`src/rtl/tbsel_interval_timer.sv`:
```
module tbsel_interval_timer #(
  parameter bit          EXT_MODE  = 1'b1,
  parameter logic [23:0] FIX_TABLE = {6'd9, 6'd13, 6'd17, 6'd21},
  parameter logic [23:0] WDG_TABLE = {6'd21, 6'd25, 6'd29, 6'd33}
) (
  input  logic        clk,
  input  logic        rst_n,
  input  logic [63:0] tbase,
  input  logic        dec_hit,
  input  logic        ctl_wr,
  input  logic [31:0] ctl_wdata,
  input  logic        sts_wr,
  input  logic [31:0] sts_wdata,
  output logic [31:0] ctl_rdata,
  output logic [31:0] sts_rdata,
  output logic        irq_fix,
  output logic        irq_wdg,
  output logic        irq_dec
);
  localparam int FIX_STS = 26;
  localparam int DEC_STS = 27;
  localparam int WDG_STS = 30;

  logic [31:0] ctl_q, sts_q, set_vec, clr_vec;
  logic        prev_fix, prev_wdg;
  logic [5:0]  fix_sel, wdg_sel, fix_sel_nx, wdg_sel_nx;
  logic        fix_evt, wdg_evt;

  function automatic logic [5:0] pick(input logic [1:0] per, input logic [3:0] ext,
                                      input logic [23:0] tbl);
    if (EXT_MODE) return 6'd63 - {ext, per};
    case (per)
      2'd0:    return tbl[5:0];
      2'd1:    return tbl[11:6];
      2'd2:    return tbl[17:12];
      default: return tbl[23:18];
    endcase
  endfunction

  assign fix_sel    = pick(ctl_q[25:24], ctl_q[16:13], FIX_TABLE);
  assign wdg_sel    = pick(ctl_q[31:30], ctl_q[20:17], WDG_TABLE);
  assign fix_sel_nx = pick(ctl_wdata[25:24], ctl_wdata[16:13], FIX_TABLE);
  assign wdg_sel_nx = pick(ctl_wdata[31:30], ctl_wdata[20:17], WDG_TABLE);

  assign fix_evt = !ctl_wr && !prev_fix && tbase[fix_sel];
  assign wdg_evt = !ctl_wr && !prev_wdg && tbase[wdg_sel];

  always_comb begin
    set_vec = '0;
    set_vec[FIX_STS] = fix_evt;
    set_vec[WDG_STS] = wdg_evt;
    set_vec[DEC_STS] = dec_hit;
  end
  assign clr_vec = sts_wr ? sts_wdata : 32'd0;

  always_ff @(posedge clk or negedge rst_n) begin
    if (!rst_n) begin
      ctl_q    <= '0;
      sts_q    <= '0;
      prev_fix <= 1'b1;
      prev_wdg <= 1'b1;
    end else begin
      sts_q <= (sts_q & ~clr_vec) | set_vec;
      if (ctl_wr) begin
        ctl_q    <= ctl_wdata;
        prev_fix <= tbase[fix_sel_nx];
        prev_wdg <= tbase[wdg_sel_nx];
      end else begin
        prev_fix <= tbase[fix_sel];
        prev_wdg <= tbase[wdg_sel];
      end
    end
  end

  assign ctl_rdata = ctl_q;
  assign sts_rdata = sts_q;
  assign irq_fix   = sts_q[FIX_STS] & ctl_q[23];
  assign irq_wdg   = sts_q[WDG_STS] & ctl_q[27];
  assign irq_dec   = sts_q[DEC_STS] & ctl_q[26];

  AST_FIX_FROM_EDGE: assert property (@(posedge clk) disable iff (!rst_n)
    $rose(sts_q[FIX_STS]) |-> $past(fix_evt));
  AST_WDG_FROM_EDGE: assert property (@(posedge clk) disable iff (!rst_n)
    $rose(sts_q[WDG_STS]) |-> $past(wdg_evt));
  AST_W1C_CLEARS: assert property (@(posedge clk) disable iff (!rst_n)
    (sts_wr && sts_wdata[DEC_STS] && !dec_hit) |=> !sts_q[DEC_STS]);
  AST_SET_WINS: assert property (@(posedge clk) disable iff (!rst_n)
    (fix_evt && sts_wr && sts_wdata[FIX_STS]) |=> sts_q[FIX_STS]);
  AST_CTL_WR_QUIET: assert property (@(posedge clk) disable iff (!rst_n)
    ctl_wr |=> !$rose(sts_q[FIX_STS]) && !$rose(sts_q[WDG_STS]));
  AST_IRQ_NEEDS_STS: assert property (@(posedge clk) disable iff (!rst_n)
    (irq_fix || irq_wdg || irq_dec) |-> (sts_rdata != 32'd0));
endmodule

```
`config.mk`:
```
export PLATFORM = sky130hd
export DESIGN_NAME = tbsel_interval_timer
export DESIGN_NICKNAME = d
export VERILOG_FILES = /design/src/rtl/tbsel_interval_timer.sv
export SDC_FILE = /design/constraint.sdc
export NUM_CORES = 1
export LEC_CHECK = 0
export CORE_ASPECT_RATIO = 0.75
export CORE_MARGIN = 2
export CORE_UTILIZATION = 33
export CTS_BUF_LIST = sky130_fd_sc_hd__clkbuf_2 sky130_fd_sc_hd__clkbuf_4 sky130_fd_sc_hd__clkbuf_8
export DETAILED_ROUTE_END_ITERATION = 6
export HOLD_SLACK_MARGIN = 0.06
export PLACE_DENSITY = 0.66
export SLEW_MARGIN = 20
export SYNTH_ARGS = -nofsm -noshare
export SYNTH_HDL_FRONTEND = slang
export SYNTH_SLANG_ARGS = --single-unit
export TNS_END_PERCENT = 10
```
`constraint.sdc`:
```
create_clock -name clk -period 5.4 [get_ports clk]
set_input_delay 1.62 -clock clk [delete_from_list [all_inputs] [get_ports clk]]
set_output_delay 1.62 -clock clk [all_outputs]
set_load 0.02 [all_outputs]
```
== Word-level counts from Yosys, hierarchy flattened ==
Cells that the tools add are included.

* Output and inout bits: 67
* Register bits after elaboration: 66
* Logic and storage cells: 36

* Bitwise logic cells: 6
* Reduce and logical (&&, ||, !) cells: 7
* Add/subtract/negate cells: 4
* $lt $le $gt $ge: 4
* Multiplexer cells: 11

{| class="wikitable"
|+ Operators with widths
! kind !! number
|-
| $and 32x32->32 || 1
|-
| $mux 32 || 1
|-
| $not 32->32 || 1
|-
| $or 32x31->32 || 1
|-
| $lt 6x7->1 const B || 4
|-
| $bmux 1 s6 || 4
|-
| $sub 6x6->6 const A || 4
|-
| $mux 1 || 6
|-
| $logic_and 1x1->1 || 4
|-
| $and 1x1->1 || 3
|-
| $logic_not 1->1 || 3
|}

== Depth between registers and ports, before layout ==
* Depth in word-level cells: 5
* Gate-level depth with buffers: 8
* Gate-level depth less buffers: 6

== Worst setup path after synthesis ==
Ideal clock, no wire load.

* Kind: input to register
* From: in ctl_wdata[30]
* To: reg prev_wdg
* Stages: 7
* Setup time: 82 ps
* Slack: 2092 ps
* Required time: 5318 ps
* Path buffers: 2
* Arrival time: 3226 ps
* Cell sequence: buf_2 > buf_2 > mux4_2 > a22oi_1 > a22oi_1 > a2bb2oi_1 > mux2_2

* Cells in the longest elaborated chain, start to end: 4

{| class="wikitable"
|+ RTL lines
! what !! RTL line !! text
|-
| start, declared || 11 || <nowiki>input logic [31:0] ctl_wdata,</nowiki>
|-
| $sub 6x6->6 || 31 || <nowiki>if (EXT_MODE) return 6'd63 - {ext, per};</nowiki>
|-
| $bmux 1 s6 || 67 || <nowiki>prev_wdg <= tbase[wdg_sel_nx];</nowiki>
|-
| $mux 1 (not written as such) || 67 ||
|-
| $mux 1 || 64 || <nowiki>if (ctl_wr) begin</nowiki>
|-
| end signal, assigned || 67 ||
|-
| end signal, assigned || 70 || <nowiki>prev_wdg <= tbase[wdg_sel];</nowiki>
|-
| end, declared || 25 || <nowiki>logic prev_fix, prev_wdg;</nowiki>
|}

No other way between the ends. The select of a mux whose other input is x is not followed.
A chain may end at the register's enable or synchronous reset.

== Worst setup path in the final report ==
* From: in ctl_wdata[25]
* To: reg prev_fix

* Cells in the longest elaborated chain, start to end: 4

{| class="wikitable"
|+ RTL lines
! what !! RTL line !! text
|-
| $sub 6x6->6 || 31 ||
|-
| $bmux 1 s6 || 66 || <nowiki>prev_fix <= tbase[fix_sel_nx];</nowiki>
|-
| $mux 1 (not written as such) || 66 ||
|-
| $mux 1 || 64 ||
|-
| end signal, assigned || 66 ||
|-
| end signal, assigned || 69 || <nowiki>prev_fix <= tbase[fix_sel];</nowiki>
|-
| end, declared || 25 ||
|}

No other way between the ends. The select of a mux whose other input is x is not followed.

==> run metrics <==
Flop pwr share 0.376; DRT Wirelength 15800 um; diode count 0; Synth area leader dfrtp_1; cts repair resizes 0; Area Growth Syn to Fin 50.7%; Post-synth EDFFs 0; CORE AREA 0.0136 mm^2; mux contribution to synthesized area 0.412; clk_skew 3.83 ps; IO buf count 199; Combinational Power Share 0.346; via count 4087; CP max-delay cell clkdlybuf4s50_1; top cells by count, synth dfrtp_1, mux4_2, mux2_2; switching pwr 0.000457 W; die area 0.0147 mm^2; clock sink total 66; sw frac 0.305; VDD IR max 0.000140 V; crit-path cells clkdlybuf4s50_1 -> buf_4 -> mux4_2 -> a211oi_1 -> a211oi_1 -> a211oi_1 -> o22ai_1; top cell type's share of synthesized area 0.354; clock transition at the registers of the reported paths 70 ps; top-count cell post-synth dfrtp_1; mean number of vias per cell 5.78; die height 105 um; RSZ-0062 raised after global routing false; Clock Power Share 0.278; first-pass GRT wire length 24600 um; cell count after synthesis 341; Final Hold Viols 0; FP Rows 37; number of top-level pins 200; wire per inst 22.4 um; CTS tree built; final setup vio count 0; largest cells by area after synthesis dfrtp_1, mux4_2, mux2_2, a21boi_0, mux4_1; pin count of the biggest net entering global routing 52; Num CTS Buffers 9; Worst Setup Path Type input pin to flip-flop; Max stage delay on crit path 930 ps; Synth Area in Adders 0; Critical Path Source Type input pin; Starting Density 0.334; YS warnings 0; Worst-Margin Slew 1050 ps; Final period util 0.714; die span in x 139 um; Final Max Tran Viols 0; Avg Cell Area, Syn 13.3 um^2; Leak Pwr 2.61 nW; delay-heaviest family, CP buffers and inverters; sequential cell area fraction in the yosys report 0.365; largest family of logic cells by synthesized area multiplexers; vias in the first global route 4256; cell repeated most along the worst path a211oi_1; clock latency on the worst-skew pair 340 ps; Synth Area in Compound Gates 0.129; Internal Pwr Total 0.00104 W; max frequency 259 MHz; Synth Area in Simple Gates 0.0594; total power 0.00150 W; crit-path max FO 13; minimum clock period 3860 ps; post-CTS setup buffer count 0; drc violations 0; max_cap viols 0; Slew headroom 0.300; # hold bufs at CTS 0; CP Capture Type flip-flop; Synth Cell Area 0.00453 mm^2; xor and xnor fraction of the mapped netlist area 0; Yosys reg bits 66; CP required 5630 ps; share of cells above drive strength 1 0.207; CP bufs+invs 2; Finished Cell Area 0.00682 mm^2; Pre-Repair DR Iteration Count 4; nets@finish 660; root buffer cell clkbuf_8; Final GP Congestion 0.922; critical path arrival 4090 ps; min-delay worst type flip-flop to flip-flop; synth unique cells 41; post-synthesis async set-or-reset flop share 1.00; Initial DRC Count 362; Top FF cell, synth dfrtp_1; Post-DRT Antenna Nets 0; GR Overflow Total 0; syn_nets 474; hpwl dp 12200 um; CTS Buffer Depth 2; H-tree depth 3; setup TNS 0 ps; Pwr per Cell Area 220 mW/mm^2; placed instance area 0.00663 mm^2; GR Util All Layers 0.216; outcome finished clean; antenna violations before repair 0
cell families (layout without fill, tap and decap cells):
kind of cell,Yosys count,after routing
compound gates,80,80
buf+inv,34,225
flops,66,66
mux,109,109
simple gates,52,52
path summary, 6_finish.rpt:
check / depth (start not counted) / end / slack [ps] / from
worst min-delay path: 1 / ctl_rdata[29]$_DFFE_PN0P_ / 510 / ctl_rdata[29]$_DFFE_PN0P_
max in group asynchronous: 2 / ctl_rdata[31]$_DFFE_PN0P_ / 3240 / rst_n
min in group asynchronous: 1 / sts_rdata[1]$_DFF_PN0_ / 1170 / rst_n
worst min register to register: 1 / ctl_rdata[29]$_DFFE_PN0P_ / 510 / ctl_rdata[29]$_DFFE_PN0P_
worst max register to register: 7 / prev_wdg$_DFF_PN1_ / 2950 / ctl_rdata[30]$_DFFE_PN0P_
worst max-delay path: 7 / prev_fix$_DFF_PN1_ / 1540 / ctl_wdata[25]
flip-flops by register name, summed over array words and instances, names as in the netlist:
name       flops
ctl_rdata     32
sts_rdata     32
prev_fix       1
prev_wdg       1
through the flow:
step | setup slack [ps] | instances | util | hold WS, ps
final | 1540 | 707 | 0.503 | 507
after global routing | 1450 | 707 | 0.503 | 533
after CTS | 1570 | 707 | 0.503 | 511
after detailed placement | 1220 | 691 | 0.489 | 496
after global placement | 1240 | 691 | 0.489 | 488
after floorplan | 2090 | 341 | - | 559
placed cells by master (no fill, tap or decap), drive strengths merged, types with 4 or more instances in the layout:
cell,n
a211oi,5
a21boi,29
a22oi,9
a31oi,6
buf,9
clkbuf,11
clkdlybuf4s50,196
dfrtp,64
inv,4
mux2,35
mux2i,18
mux4,56
nand2,15
nand3,12
nand3b,5
nor2,5
nor2b,8
o21ai,6
o22ai,4
final cells by class:
cell class                      instances  area (um^2)
Timing Repair Buffer                  205         2020
Fill cell                            1199         6740
Clock inverter                          5         55.1
Inverter                                4         15.0
Clock buffer                           11          139
Tap cell                              175          219
Multi-Input combinational cell        241         2720
Sequential cell                        66         1650
routing by layer:
layer / global-route usage / vias up / part of all wire
met1: 0.288 / 2087 / 0.41
met5: 0 / - / 0
met4: 0.0339 / 0 / 0.0081
li1: - / 1757 / -
met2: 0.340 / 232 / 0.47
met3: 0.0850 / 11 / 0.12
power by group through the flow:
stage / Combinational (W) / Clock, W / Sequential, W
5_1_grt: 0.000550 / 0.000458 / 0.000569
3_3_place_gp: 0.000514 / 0 / 0.000571
3_5_place_dp: 0.000516 / 0 / 0.000573
2_1_floorplan: 0.000237 / 0 / 0.000594
6_report: 0.000518 / 0.000416 / 0.000563
4_1_cts: 0.000519 / 0.000428 / 0.000563
No activity file was read; power rests on OpenSTA's default activity.
